$ cat src/rtl/bsup_pkg.sv
package bsup_pkg;

    typedef enum logic [2:0] {
        ST_OFF      = 3'd0,
        ST_SHDN     = 3'd1,
        ST_WAIT_POR = 3'd2,
        ST_SOFT     = 3'd3,
        ST_RUN      = 3'd4,
        ST_RETRY    = 3'd5,
        ST_HOT      = 3'd6
    } bsup_state_e;

    localparam int NUM_FLAGS = 8;
    localparam int F_SD    = 7;
    localparam int F_VIN   = 6;
    localparam int F_POR   = 5;
    localparam int F_OV    = 4;
    localparam int F_UV    = 3;
    localparam int F_ILIM  = 2;
    localparam int F_SHORT = 1;
    localparam int F_OT    = 0;

endpackage

$ cat src/rtl/bsup_sync.sv
module bsup_sync #(
    parameter int W = 8
) (
    input  logic         clk,
    input  logic         rst_n,
    input  logic [W-1:0] din,
    output logic [W-1:0] dout
);
    genvar g;
    generate
        for (g = 0; g < W; g++) begin : g_bit
            logic s1_q, s2_q;
            always_ff @(posedge clk or negedge rst_n) begin
                if (!rst_n) begin
                    s1_q <= 1'b0;
                    s2_q <= 1'b0;
                end else begin
                    s1_q <= din[g];
                    s2_q <= s1_q;
                end
            end
            assign dout[g] = s2_q;
        end
    endgenerate
endmodule

$ cat src/rtl/bsup_tick.sv
module bsup_tick #(
    parameter int DIV = 4
) (
    input  logic clk,
    input  logic rst_n,
    input  logic clr,
    output logic tick
);
    localparam int CW = (DIV > 2) ? $clog2(DIV) : 1;
    localparam logic [CW-1:0] LAST = CW'(DIV - 1);

    logic [CW-1:0] cnt_d, cnt_q;

    always_comb begin
        if (clr || cnt_q == LAST) cnt_d = '0;
        else                      cnt_d = cnt_q + 1'b1;
    end

    always_ff @(posedge clk or negedge rst_n) begin
        if (!rst_n) cnt_q <= '0;
        else        cnt_q <= cnt_d;
    end

    assign tick = (cnt_q == LAST);
endmodule

$ cat src/rtl/bsup_persist.sv
module bsup_persist #(
    parameter int LEN = 8
) (
    input  logic clk,
    input  logic rst_n,
    input  logic raw,
    output logic held
);
    localparam int CW = $clog2(LEN + 1);
    localparam logic [CW-1:0] TOP = CW'(LEN);

    logic [CW-1:0] cnt_d, cnt_q;

    always_comb begin
        if (!raw)             cnt_d = '0;
        else if (cnt_q < TOP) cnt_d = cnt_q + 1'b1;
        else                  cnt_d = cnt_q;
    end

    always_ff @(posedge clk or negedge rst_n) begin
        if (!rst_n) cnt_q <= '0;
        else        cnt_q <= cnt_d;
    end

    assign held = raw && (cnt_q == TOP);
endmodule

$ cat src/rtl/buck_supervisor.sv
module buck_supervisor
    import bsup_pkg::*;
#(
    parameter int TICK_DIV       = 400,
    parameter int SS_UNIT_TICKS  = 4,
    parameter int PG_DELAY_TICKS = 100,
    parameter int OC_WIN_TICKS   = 100,
    parameter int RETRY_TICKS    = 1000,
    parameter int FILT_CYCLES    = 80
) (
    input  logic       clk,
    input  logic       rst_n,
    input  logic       sd_n,
    input  logic       vin_ok,
    input  logic       por_done,
    input  logic       ov_flag,
    input  logic       uv_flag,
    input  logic       ilim_flag,
    input  logic       short_flag,
    input  logic       ot_flag,
    input  logic [1:0] ss_sel,
    output logic       conv_en,
    output logic       ramp_active,
    output logic       ramp_step,
    output logic       dischg_en,
    output logic       pg_n
);
    localparam int SS8   = SS_UNIT_TICKS * 8;
    localparam int MAX_A = (SS8 > RETRY_TICKS) ? SS8 : RETRY_TICKS;
    localparam int MAX_B = (OC_WIN_TICKS > PG_DELAY_TICKS) ? OC_WIN_TICKS : PG_DELAY_TICKS;
    localparam int MAXV  = (MAX_A > MAX_B) ? MAX_A : MAX_B;
    localparam int TW    = $clog2(MAXV + 1);

    localparam int SS4 = SS_UNIT_TICKS * 4;
    localparam int SS2 = SS_UNIT_TICKS * 2;
    localparam int SS1 = SS_UNIT_TICKS;

    localparam logic [TW:0] SS_L8   = SS8[TW:0];
    localparam logic [TW:0] SS_L4   = SS4[TW:0];
    localparam logic [TW:0] SS_L2   = SS2[TW:0];
    localparam logic [TW:0] SS_L1   = SS1[TW:0];
    localparam logic [TW:0] RETRY_L = RETRY_TICKS[TW:0];
    localparam logic [TW:0] OC_L    = OC_WIN_TICKS[TW:0];
    localparam logic [TW:0] PG_L    = PG_DELAY_TICKS[TW:0];

    typedef struct packed {
        bsup_state_e   state;
        logic [TW-1:0] tmr;
        logic [TW-1:0] oc_cnt;
        logic [TW-1:0] pg_cnt;
        logic          pg_done;
        logic [1:0]    ss_code;
    } regs_t;

    regs_t r_d, r_q;

    // synchronized flags
    logic [NUM_FLAGS-1:0] raw_flags, syn;
    assign raw_flags[F_SD]    = sd_n;
    assign raw_flags[F_VIN]   = vin_ok;
    assign raw_flags[F_POR]   = por_done;
    assign raw_flags[F_OV]    = ov_flag;
    assign raw_flags[F_UV]    = uv_flag;
    assign raw_flags[F_ILIM]  = ilim_flag;
    assign raw_flags[F_SHORT] = short_flag;
    assign raw_flags[F_OT]    = ot_flag;

    bsup_sync #(.W(NUM_FLAGS)) sync_i (
        .clk  (clk),
        .rst_n(rst_n),
        .din  (raw_flags),
        .dout (syn)
    );

    // persistence filters on the two voltage flags
    logic [1:0] vraw, vheld;
    assign vraw = {syn[F_OV], syn[F_UV]};

    genvar gv;
    generate
        for (gv = 0; gv < 2; gv++) begin : g_vfilt
            bsup_persist #(.LEN(FILT_CYCLES)) filt_i (
                .clk  (clk),
                .rst_n(rst_n),
                .raw  (vraw[gv]),
                .held (vheld[gv])
            );
        end
    endgenerate

    logic v_fault;
    assign v_fault = |vheld;

    // tick prescaler, restarted on every state change
    logic tick, tick_clr;

    bsup_tick #(.DIV(TICK_DIV)) tick_i (
        .clk  (clk),
        .rst_n(rst_n),
        .clr  (tick_clr),
        .tick (tick)
    );

    logic          powered;
    logic          oc_expire;
    logic [TW:0]   tmr_inc, oc_inc, pg_inc, ss_len;
    bsup_state_e   nxt;

    always_comb begin
        powered = (r_q.state == ST_SOFT) || (r_q.state == ST_RUN);
        tmr_inc = {1'b0, r_q.tmr} + 1'b1;
        oc_inc  = {1'b0, r_q.oc_cnt} + 1'b1;
        pg_inc  = {1'b0, r_q.pg_cnt} + 1'b1;

        case (r_q.ss_code)
            2'd0:    ss_len = SS_L8;
            2'd1:    ss_len = SS_L4;
            2'd2:    ss_len = SS_L2;
            default: ss_len = SS_L1;
        endcase

        oc_expire = powered && syn[F_ILIM] && tick && (oc_inc >= OC_L);

        r_d = r_q;
        nxt = r_q.state;

        case (r_q.state)
            ST_OFF:      nxt = ST_WAIT_POR;
            ST_SHDN:     nxt = ST_WAIT_POR;
            ST_WAIT_POR: if (syn[F_POR]) nxt = ST_SOFT;
            ST_SOFT: begin
                if (syn[F_OT])                        nxt = ST_HOT;
                else if (syn[F_SHORT])                nxt = ST_RETRY;
                else if (oc_expire)                   nxt = ST_RETRY;
                else if (tick && (tmr_inc >= ss_len)) nxt = ST_RUN;
            end
            ST_RUN: begin
                if (syn[F_OT])         nxt = ST_HOT;
                else if (syn[F_SHORT]) nxt = ST_RETRY;
                else if (oc_expire)    nxt = ST_RETRY;
            end
            ST_RETRY: begin
                if (syn[F_OT])                         nxt = ST_HOT;
                else if (tick && (tmr_inc >= RETRY_L)) nxt = ST_WAIT_POR;
            end
            ST_HOT:      if (!syn[F_OT]) nxt = ST_RETRY;
            default:     nxt = ST_OFF;
        endcase

        // top-priority overrides
        if (!syn[F_SD])       nxt = ST_SHDN;
        else if (!syn[F_VIN]) nxt = ST_OFF;

        r_d.state = nxt;
        tick_clr  = (nxt != r_q.state);

        // state timer
        if (nxt != r_q.state) r_d.tmr = '0;
        else if (tick)        r_d.tmr = tmr_inc[TW-1:0];

        // soft-start code sampled as the ramp begins
        if (r_q.state == ST_WAIT_POR && nxt == ST_SOFT) r_d.ss_code = ss_sel;

        // current-limit window counter
        if (nxt != r_q.state || !powered || !syn[F_ILIM]) r_d.oc_cnt = '0;
        else if (tick)                                    r_d.oc_cnt = oc_inc[TW-1:0];

        // power-good delay
        if (r_q.state != ST_RUN || nxt != ST_RUN) begin
            r_d.pg_cnt  = '0;
            r_d.pg_done = 1'b0;
        end else if (!r_q.pg_done) begin
            if (v_fault || syn[F_ILIM]) begin
                r_d.pg_cnt = '0;
            end else if (tick) begin
                if (pg_inc >= PG_L) r_d.pg_done = 1'b1;
                else                r_d.pg_cnt  = pg_inc[TW-1:0];
            end
        end
    end

    always_ff @(posedge clk or negedge rst_n) begin
        if (!rst_n) begin
            r_q.state   <= ST_OFF;
            r_q.tmr     <= '0;
            r_q.oc_cnt  <= '0;
            r_q.pg_cnt  <= '0;
            r_q.pg_done <= 1'b0;
            r_q.ss_code <= 2'd0;
        end else begin
            r_q <= r_d;
        end
    end

    assign conv_en     = powered;
    assign ramp_active = (r_q.state == ST_SOFT);
    assign ramp_step   = (r_q.state == ST_SOFT) && tick;
    assign dischg_en   = (r_q.state == ST_SHDN);
    assign pg_n        = !((r_q.state == ST_RUN) && r_q.pg_done && !v_fault);

endmodule

$ cat config.mk
export PLATFORM = sky130hd
export DESIGN_NAME = buck_supervisor
export DESIGN_NICKNAME = d
export VERILOG_FILES = /design/src/rtl/bsup_pkg.sv /design/src/rtl/bsup_sync.sv /design/src/rtl/bsup_tick.sv /design/src/rtl/bsup_persist.sv /design/src/rtl/buck_supervisor.sv
export SDC_FILE = /design/constraint.sdc
export NUM_CORES = 1
export LEC_CHECK = 0
export ABC_AREA = 0
export BUFFER_PORTS_ARGS = -buffer_cell sky130_fd_sc_hd__clkbuf_2
export CORE_ASPECT_RATIO = 1.5
export CORE_MARGIN = 10
export CORE_UTILIZATION = 30
export CTS_CLUSTER_SIZE = 25
export DETAILED_ROUTE_END_ITERATION = 8
export SLEW_MARGIN = 0
export SYNTH_ARGS = -nofsm -noshare
export SYNTH_HDL_FRONTEND = slang
export SYNTH_SLANG_ARGS = --single-unit
$ cat constraint.sdc
create_clock -name clk -period 3.1 [get_ports clk]
set_input_delay 0.31 -clock clk [delete_from_list [all_inputs] [get_ports clk]]
set_output_delay 0.31 -clock clk [all_outputs]
set_load 0.02 [all_outputs]
**Word level (Yosys, flattened, before mapping)**

Index checks and enable logic that the tools add are counted.

- Register bits after elaboration: 75
- Latch bits: 0
- Bits in writable memories: 0
- Bits in read-only memories: 0
- Bits of input ports: 12
- Output and inout bits: 5
- Logic and storage cells: 116
- Memories: 0

- Add/sub/neg operators: 6
- Multiply operators: 0
- Divide/modulo/power cells: 0
- Magnitude comparators: 6
- Equal/unequal tests: 19
- Shifts and indexed selects: 0
- Multiplexer cells: 31
- Bitwise logic cells: 0
- Reductions and logical operators: 29

Operators by type and width:

| kind | number |
|---|---|
| $mux W10 | 6 |
| $mux W3 | 13 |
| $add A10 B1 Y11 const B | 3 |
| $mux W11 | 3 |
| $mux W7 | 4 |
| $ge A11 B7 Y1 const B | 2 |
| $pmux W3 S6 | 1 |
| $pmux W6 S3 | 1 |
| $add A7 B1 Y7 const B | 2 |
| $eq A7 B7 Y1 const B | 2 |
| $lt A7 B7 Y1 const B | 2 |
| $ge A11 B10 Y1 const B | 1 |
| $ge A11 B11 Y1 | 1 |
| $logic_and A1 B1 Y1 | 11 |
| $add A9 B1 Y9 const B | 1 |
| $eq A3 B2 Y1 const B | 3 |
| $eq A3 B3 Y1 const B | 3 |
| $eq A9 B9 Y1 const B | 1 |
| $mux W9 | 1 |
| $ne A3 B3 Y1 const B | 3 |
| $logic_or A1 B1 Y1 | 6 |
| $ne A2 B1 Y1 const B | 3 |
| $logic_not A1 Y1 | 4 |
| $reduce_bool A2 Y1 | 2 |
| other kinds (10) | 12 |

**Longest topological paths before layout**

Gate-level depths: netlist (run 1).

- Depth after elaboration: 15
- Depth in mapped cells: 15
- Depth with buffers taken out: 12

**By module**

Synthesis (run 1) repeated with hierarchy kept, for this count alone.

- Cell total of the unflattened synthesis: 473
- Area total of the unflattened synthesis: 4448.0 sq um

By module, submodules not included:

| module | times used | cells an instance | area each (sq um) | sequential area each (sq um) |
|---|---|---|---|---|
| buck_supervisor | 1 | 323 | 2772.7 | 900.9 |
| bsup_persist | 2 | 40 | 380.4 | 175.2 |
| bsup_sync | 1 | 24 | 460.4 | 400.4 |
| bsup_tick | 1 | 46 | 454.2 | 225.2 |

**Worst setup path after synthesis (run 1)**

Ideal clock, no wire load.

- Path type: flip-flop to flip-flop
- Start: register r_q[25] (netlist bit)
- End: register r_q[30] (netlist bit)
- Library setup time: 0.146 ns
- Data arrival time: 3.104 ns
- Required time: 2.954 ns
- Setup slack: -0.150 ns
- Cell stages (with the launch flop): 15
- Buffers on the path: 3
- Period minus slack after synthesis: 3.250 ns
- Cell sequence: dfrtp_1 buf_2 and3_1 xor2_1 ha_1 nor2b_1 a311o_1 maj3_1 a221oi_4 o21ai_2 and3_1 mux2i_1 buf_6 buf_6 nor4_2

- Cells in the longest elaborated chain, start to end: 12
- Elaborated cells on any way between the ends: 18
- Classes of those cells: 1 x add/sub; 2 x order compare; 1 x eq/ne; 11 x mux; 3 x reduce/logical

Ends and longest elaborated chain:

| element | line | text |
|---|---|---|
| from (decl) | buck_supervisor.sv:55 | `regs_t r_d, r_q;` |
| from (signal assigned) | buck_supervisor.sv:191 | `r_q <= r_d;` |
| $add A10 B1 Y11 * | buck_supervisor.sv:111 | `tmr_inc = {1'b0, r_q.tmr} + 1'b1;` |
| $ge A11 B11 Y1 | buck_supervisor.sv:135 | `else if (tick && (tmr_inc >= ss_len)) nxt = ST_RUN;` |
| $logic_and A1 B1 Y1 | buck_supervisor.sv:135 |  |
| $mux W3 | buck_supervisor.sv:135 |  |
| $mux W3 | buck_supervisor.sv:134 | `else if (oc_expire) nxt = ST_RETRY;` |
| $mux W3 | buck_supervisor.sv:133 | `else if (syn[F_SHORT]) nxt = ST_RETRY;` |
| $mux W3 | buck_supervisor.sv:132 | `if (syn[F_OT]) nxt = ST_HOT;` |
| $pmux W3 S6 | buck_supervisor.sv:127 | `case (r_q.state)` |
| $mux W3 | buck_supervisor.sv:152 | `else if (!syn[F_VIN]) nxt = ST_OFF;` |
| $mux W3 | buck_supervisor.sv:151 | `if (!syn[F_SD]) nxt = ST_SHDN;` |
| $ne A3 B3 Y1 | buck_supervisor.sv:158 | `if (nxt != r_q.state) r_d.tmr = '0;` |
| $mux W10 or $reduce_bool A2 Y1 (tied branches) | - |  |

Mark *: on every way between the ends. The rest lies on a longest branch, timed or not. The select of a mux whose other input is x is not followed.
A chain may end at the register's enable or synchronous reset.

**Worst setup path after layout (run 1)**

- Start: register r_q[25] (netlist bit)
- End: register r_q[13] (netlist bit)

- Cells in the longest elaborated chain, start to end: 14
- Elaborated cells on any way between the ends: 19
- Classes of those cells: 1 x add/sub; 2 x order compare; 1 x eq/ne; 10 x mux; 5 x reduce/logical

Ends and longest elaborated chain:

| element | line | text |
|---|---|---|
| $add A10 B1 Y11 * | buck_supervisor.sv:111 |  |
| $ge A11 B11 Y1 | buck_supervisor.sv:135 |  |
| $logic_and A1 B1 Y1 | buck_supervisor.sv:135 |  |
| $mux W3 | buck_supervisor.sv:135 |  |
| $mux W3 | buck_supervisor.sv:134 |  |
| $mux W3 | buck_supervisor.sv:133 |  |
| $mux W3 | buck_supervisor.sv:132 |  |
| $pmux W3 S6 * | buck_supervisor.sv:127 |  |
| $mux W3 * | buck_supervisor.sv:152 |  |
| $mux W3 * | buck_supervisor.sv:151 |  |
| $ne A3 B3 Y1 * | buck_supervisor.sv:165 | `if (nxt != r_q.state \|\| !powered \|\| !syn[F_ILIM]) r_d.oc_cnt = '0;` |
| $logic_or A1 B1 Y1 * (2 in series) | buck_supervisor.sv:165 |  |
| $mux W10 or $reduce_bool A2 Y1 (tied branches) | - |  |

Mark *: on every way between the ends. The rest lies on a longest branch, timed or not.

==> run_results.csv, run 1 <==
group,metric,value,unit
logic_synthesis,async_reset_ff_share,100.0,%
logic_synthesis,synth_flop_cell,"dfrtp_1",
logic_synthesis,ys_types,65,
sta,layout_setup_ws,-0.1131,ns
clock_tree,clkTransAtPathRegs,0.06,ns
setup_path,crit_type,"reg2reg",
sta,slew_headroom,37.06,%
finish,final_cells,693,
power,peakVddDrop,0.3629,mV
clock_tree,cts_max_level,3,
finish,fillerInstances,1448,
drt,drt_pass1_iterations,5,
sta,drv_slew,0,
grt,overflow,0,
drt,totalWireLength,10250,um
setup_path,startpoint_type,"flop",
power,power_density,441.4,nW/um2
setup_path,worst_ep_required_time,3.34,ns
sta,setup-violations-final,29,
clock_tree,clock-sinks,75,
placed_design,dp.cells,671,
drt,viasPerCell,5.195,
sta,worst_slew_pin_slew,0.9441,ns
finish,fin_nets,518,
grt,grt_max_degree,76,
logic_synthesis,synthesis.nets,483,
floorplan,dieArea,20190,um2
floorplan,die_h,169.1,um
floorplan,io_pins,17,
drt,wire_per_inst,14.78,um
grt,grt_pass1_wl,17280,um
clock_tree,hold_buffers,0,
grt,grtUsageTotal,10.26,%
setup_path,arrival,3.45,ns
run_status,violations,"setup timing",
finish,area_growth,21.44,%
drt,drc,0,
min_path,hold_path_class,"in2reg",
grt,grt_pass1_vias,3685,
floorplan,core_area,14530,um2
floorplan,fp.dieW,119.4,um
clock_tree,cts-root-buf,"clkbuf_16",
clock_tree,clk_latency,0.34,ns
sta,hold_viol,0,
clock_tree,cts_tree,"built",
logic_synthesis,avgSynthCellArea,9.730,um2
finish,fin_util,37.17,%
sta,grt_setup_unrepaired,"true",
logic_synthesis,netlist_area,4447,um2
finish,antenna_cells,0,
setup_path,cp-end-kind,"flop",
floorplan,start_util,30.61,%
sta,fin_skew,0.006241,ns
clock_tree,clockBufferDepth,2,
drt,ant_nets,0,
grt,antenna_found_initial,0,
placed_design,place_hpwl,6963,um
sta,clock.fmax,311.2,MHz
power,p_leak,2.148,nW
sta,post-route-min-period,3.213,ns
drt,drt_iter0_markers,212,
finish,final_layout_size_suffix_gt1_share,23.74,%
finish,postLayoutCellArea,5400,um2
logic_synthesis,synth_edf_count,0,
floorplan,std_cell_rows,54,
run_status,outcome,"finished with violations",
logic_synthesis,ys_ff_latch,75,
placed_design,place_congestion,0.9120,
drt,dr_total_vias,3600,
placed_design,placed_area,4902,um2
logic_synthesis,ys_warn_count,0,
placed_design,portBuffers,16,
setup_path,critPathMaxFanout,14,
run,cap_viol_max_count,0,
logic_synthesis,ys_seq_area_share,42.21,%
clock_tree,numCtsBuffers,9,
logic_synthesis,synth_cells,457,
sta,fin_crit_sh,103.6,%
Yosys cell counts, drive strengths merged, types with 3 or more instances:
library cell | instances | area share [%]
nor4b | 4 | 0.79
a21oi | 7 | 0.79
and2 | 13 | 1.8
nand4 | 11 | 1.7
nor4 | 27 | 6.6
o31ai | 5 | 0.84
inv | 14 | 1.2
dfrtp | 75 | 42
xnor2 | 28 | 5.5
and3 | 10 | 1.5
nor3 | 11 | 1.4
buf | 17 | 2.4
nor2b | 8 | 1.1
nor2 | 25 | 2.1
nand3 | 24 | 2.7
a2111oi | 3 | 0.73
nand3b | 3 | 0.51
mux2i | 5 | 1.1
mux2 | 4 | 1.0
a22o | 3 | 0.59
xor2 | 6 | 1.2
ha | 14 | 3.9
nand2b | 7 | 0.98
or3 | 4 | 0.56
a31oi | 6 | 0.84
nand2 | 55 | 4.6
nor3b | 4 | 0.68
o21ai | 23 | 2.8
clkbuf | 7 | 0.59
what timing repair did:
action,4_1_cts,5_1_grt
gates cloned,1,1
resized for setup,10,11
buffers inserted,4,0
endpoints found under the setup margin,29,29
pin swaps,1,2
cell families (layout without fill, tap and decap cells):
kind of cell	Yosys count	count (layout)	synth area share, %
simple gates	215	215	28.84
flops	75	75	42.21
compound gates	71	71	11.76
buf+inv	38	78	4.192
xor+xnor	34	34	6.697
fa+ha+maj	15	15	4.164
mux	9	9	2.138
per-stage QoR:
| step | total power [mW] | setup TNS (ns) | hold slack, ns | setup WS [ns] |
|---|---|---|---|---|
| 4_1_cts | 2.396 | -3.038 | 0.06420 | -0.1305 |
| 3_5_place_dp | 1.284 | -3.022 | 0.3355 | -0.1645 |
| 6_report | 2.384 | -2.497 | 0.07914 | -0.1131 |
| 2_1_floorplan | 1.212 | 0 | 0.01441 | 0.01401 |
| 3_3_place_gp | 1.278 | -1.013 | 0.3317 | -0.06756 |
| 5_1_grt | 2.476 | -6.545 | 0.06582 | -0.2410 |
flip-flops by register name, indices dropped and copies added, names as in the netlist:
register,cells
sync_i.g_bit.s1_q,8
g_vfilt.filt_i.cnt_q,14
sync_i.g_bit.s2_q,8
tick_i.cnt_q,9
r_q,36
report_power, final:
part | switching, mW | internal [mW]
Clock | 0.413 | 0.668
Sequential | 0.0296 | 1.01
Combinational | 0.151 | 0.114
Total | 0.593 | 1.79
cell usage in the layout (no fill, tap or decap), drive strengths merged, types with 7 or more instances in the layout:
cell type and n:
dfrtp 75, nor4 27, o21ai 23, and3 10, nor2b 8, a21oi 7
nand2b 7, nor2 25, and2 13, ha 14, clkbuf 27, inv 14
nand2 55, xnor2 28, buf 32, nand3 24, nand4 11, nor3 11
layer usage:
layer / wire [um] / track usage, % / vias to the layer above
met5: 0 / 0 / -
met4: 237 / 5.158 / 0
met3: 275 / 1.865 / 18
met2: 5661 / 19.03 / 70
met1: 4072 / 10.80 / 1797
li1: - / - / 1715
worst max-delay path: stages (launching register included):
cell,delay [ns]
dfrtp_1,0.43
and3_4,0.20
xor2_2,0.13
ha_1,0.28
nor2b_1,0.13
a311o_1,0.26
maj3_2,0.33
a221oi_4,0.36
o21ai_2,0.11
and3_4,0.21
mux2i_4,0.21
clkbuf_16,0.21
nor4_1,0.22
worst paths after layout:
kind | start | slack [ns] | endpoint | depth (start not counted)
worst max-delay path | r_q[25] | -0.11 | r_q[13] | 12
max in group asynchronous | rst_n | 2.32 | r_q[23] | 1
min in group asynchronous | rst_n | 0.12 | g_vfilt[0].filt_i.cnt_q[0] | 1
worst min register to register | sync_i.g_bit[5].s1_q | 0.34 | sync_i.g_bit[5].s2_q | 0
worst min-delay path | uv_flag | 0.08 | sync_i.g_bit[3].s1_q | 1
worst max register to register | r_q[25] | -0.11 | r_q[13] | 12
layout make-up:
cell class	count	area, um2	area share (%)
Sequential cell	75	1881	34.82
Inverter	14	52.55	0.9731
Multi-Input combinational cell	344	2506	46.41
Clock inverter	5	61.31	1.135
Clock buffer	11	252.7	4.680
Timing Repair Buffer	48	401.6	7.437
Tap cell	196	245.2	4.541
(Power assumes the default switching activity.)
==> run 2, diff against run 1 <==
CELL_PAD_IN_SITES_DETAIL_PLACEMENT = 0   (was not set)
CELL_PAD_IN_SITES_GLOBAL_PLACEMENT = 1   (was not set)
PLACE_DENSITY_LB_ADDON = 0.1   (was not set)
==> run 2 against run 1 <==
  * The flow still finishes with violations (setup timing)
  * Power fell by 4.6%
  * Sequential cell count did not move
  * Largest power group is now sequential cells
  * Critical path depth unchanged
  * Via count is 1.1% lower
  * First-iteration DRC count is 28% lower
  * Setup slack better by 0.0086 ns
  * Combinational power down 6%
  * Clock power fell by 8%
  * Global-route usage up 1.5 points
  * Sequential share of layout area is 0.52 points higher
  * Final cell count rose by 0.29%
  * Largest cell class unchanged
==> run_results.csv, run 2 (synthesis results as in run 1) <==
group,metric,value,unit
drt,ant_nets,0,
power,p_sw,0.6160,mW
drt,viasPerCell,5.121,
power,peakVddDrop,0.2159,mV
placed_design,place_congestion,0.8463,
power,power.share.sequential,45.5,%
power,power_density,427.8,nW/um2
run,cap_viol_max_count,0,
sta,layout_setup_ws,-0.1045,ns
sta,drv_slew,0,
floorplan,start_util,30.61,%
finish,antenna_cells,0,
finish,largest_register_ffs,36,
setup_path,cpPeakStageDelay,0.44,ns
drt,totalWireLength,11580,um
clock_tree,cts_max_level,3,
drt,wire_per_inst,16.66,um
sta,post-route-min-period,3.205,ns
setup_path,crit_type,"reg2reg",
floorplan,die_h,169.1,um
grt,grt_pass1_wl,19220,um
grt,grt_pass1_vias,3768,
sta,fin_skew,0.007485,ns
setup_path,worst_ep_required_time,3.33,ns
drt,drc,0,
setup_path,worst-path-buf-inv,1,
sta,hold_viol,0,
power,finalPower,2.275,mW
power,p_leak,2.133,nW
floorplan,io_pins,17,
setup_path,crit_chain,"and3_4 > xor2_1 > ha_1 > nor2b_1 > a311o_1 > maj3_2 > a221oi_4 > o21ai_2 > a311oi_2 > mux2i_4 > buf_12 > nor4_1",
setup_path,cp-end-kind,"flop",
sta,slew_headroom,31.74,%
power,p_sw_share,27.08,%
clock_tree,post_cts_buffers,0,
setup_path,startpoint_type,"flop",
clock_tree,numCtsBuffers,9,
power,intPower,1.659,mW
drt,drt_pass1_iterations,4,
clock_tree,hold_buffers,0,
clock_tree,cts-root-buf,"clkbuf_16",
finish,final_layout_size_suffix_gt1_share,22.85,%
clock_tree,clk_latency,0.33,ns
finish,final_common_cell,"dfrtp_1",
min_path,hold_path_class,"in2reg",
drt,dr_total_vias,3559,
floorplan,std_cell_rows,54,
sta,fin_crit_sh,103.4,%
setup_path,crit_slowest_cell,"dfrtp_2",
finish,area_growth,19.58,%
finish,regMostFlops,"r_q",
run_status,outcome,"finished with violations",
finish,fin_nets,520,
setup_path,cpLargestDelayFamily,"compound AO/OA/AOI/OAI gates",
floorplan,dieArea,20190,um2
floorplan,fp.dieW,119.4,um
grt,antenna_found_initial,0,
run_status,violations,"setup timing",
placed_design,place_hpwl,8025,um
finish,top_regs,"r_q: 36 flops, g_vfilt.filt_i.cnt_q: 14 flops, tick_i.cnt_q: 9 flops",
clock_tree,clockBufferDepth,2,
sta,setup-violations-final,29,
sta,fin_tns_setup,-2.364,ns
finish,mostFrequentLayoutCells,"dfrtp_1 (73), nand2_1 (55), buf_4 (30), xnor2_1 (28), nor2_1 (25)",
grt,overflow,0,
power,clock_power_share,43.6,%
sta,clock.fmax,312.1,MHz
placed_design,portBuffers,16,
clock_tree,clock-sinks,75,
grt,grt_max_degree,76,
clock_tree,cts_tree,"built",
sta,grt_setup_unrepaired,"true",
setup_path,arrival,3.43,ns
clock_tree,clkTransAtPathRegs,0.06,ns
grt,grtUsageTotal,11.74,%
drt,drt_iter0_markers,152,
power,p_comb_share,10.9,%
finish,fin_util,36.61,%
finish,fillerInstances,1525,
sta,worst_slew_pin_slew,1.024,ns
floorplan,core_area,14530,um2
setup_path,critPathMaxFanout,29,
[run 2: cell types whose count changed in the layout (fill, tap and decap cells not counted), moves of 2 or more]
cell,before,now
buf_4,27,30
clkbuf_8,2,0
inv_6,0,2
nor4_1,3,5
nor4_4,3,1
[run 2: what timing repair did]
action / 4_1_cts / 5_1_grt
setup endpoints to repair: 29 / 30
resized for setup: 8 / 3
cloned: 0 / 2
pin swaps: 2 / 2
[run 2: worst paths after layout]
check | from | to | slack [ns] | depth (start not counted)
setup / recovery | r_q[23] | r_q[13] | -0.10 | 12
hold / removal | short_flag | sync_i.g_bit[1].s1_q | 0.08 | 1
setup reg to reg | r_q[23] | r_q[13] | -0.10 | 12
hold reg to reg | sync_i.g_bit[3].s1_q | sync_i.g_bit[3].s2_q | 0.35 | 0
max in group asynchronous | rst_n | r_q[24] | 2.22 | 1
min in group asynchronous | rst_n | r_q[31] | 0.10 | 1
[run 2: through the flow]
stage | cells | hold WS (ns) | setup WS [ns] | cell area (um2)
2_1_floorplan | 457 | 0.01441 | 0.01401 | 4472
3_3_place_gp | 677 | 0.3339 | -0.09860 | 4947
3_5_place_dp | 677 | 0.3381 | -0.2172 | 4947
4_1_cts | 693 | 0.07136 | -0.1654 | 5260
5_1_grt | 695 | 0.07398 | -0.2875 | 5318
6_report | 695 | 0.08284 | -0.1045 | 5318
[run 2: power groups by stage]
stage          clock, mW  combinational [mW]  sequential (mW)
5_1_grt             1.08               0.275             1.04
3_5_place_dp           0               0.240             1.05
3_3_place_gp           0               0.239             1.05
2_1_floorplan          0               0.168             1.04
4_1_cts             1.03               0.245             1.04
6_report           0.991               0.248             1.04
[run 2: per-layer routing]
layer,vias to the layer above,track usage (%),wire length (um)
li1,1725,-,-
met1,1760,12.63,4721
met2,46,21.23,6158
met3,28,1.931,209
met4,0,6.737,489
met5,-,0,0
[run 2: layout make-up]
class | instances | area (um2) | share of cell area, %
flip-flops and latches | 75 | 1879 | 35.34
multi-input cells | 344 | 2466 | 46.38
clock inverters | 6 | 48.80 | 0.9176
repair buffers | 50 | 396.6 | 7.459
well taps | 196 | 245.2 | 4.612
clock buffers | 10 | 229.0 | 4.306
inverters | 14 | 52.55 | 0.9882
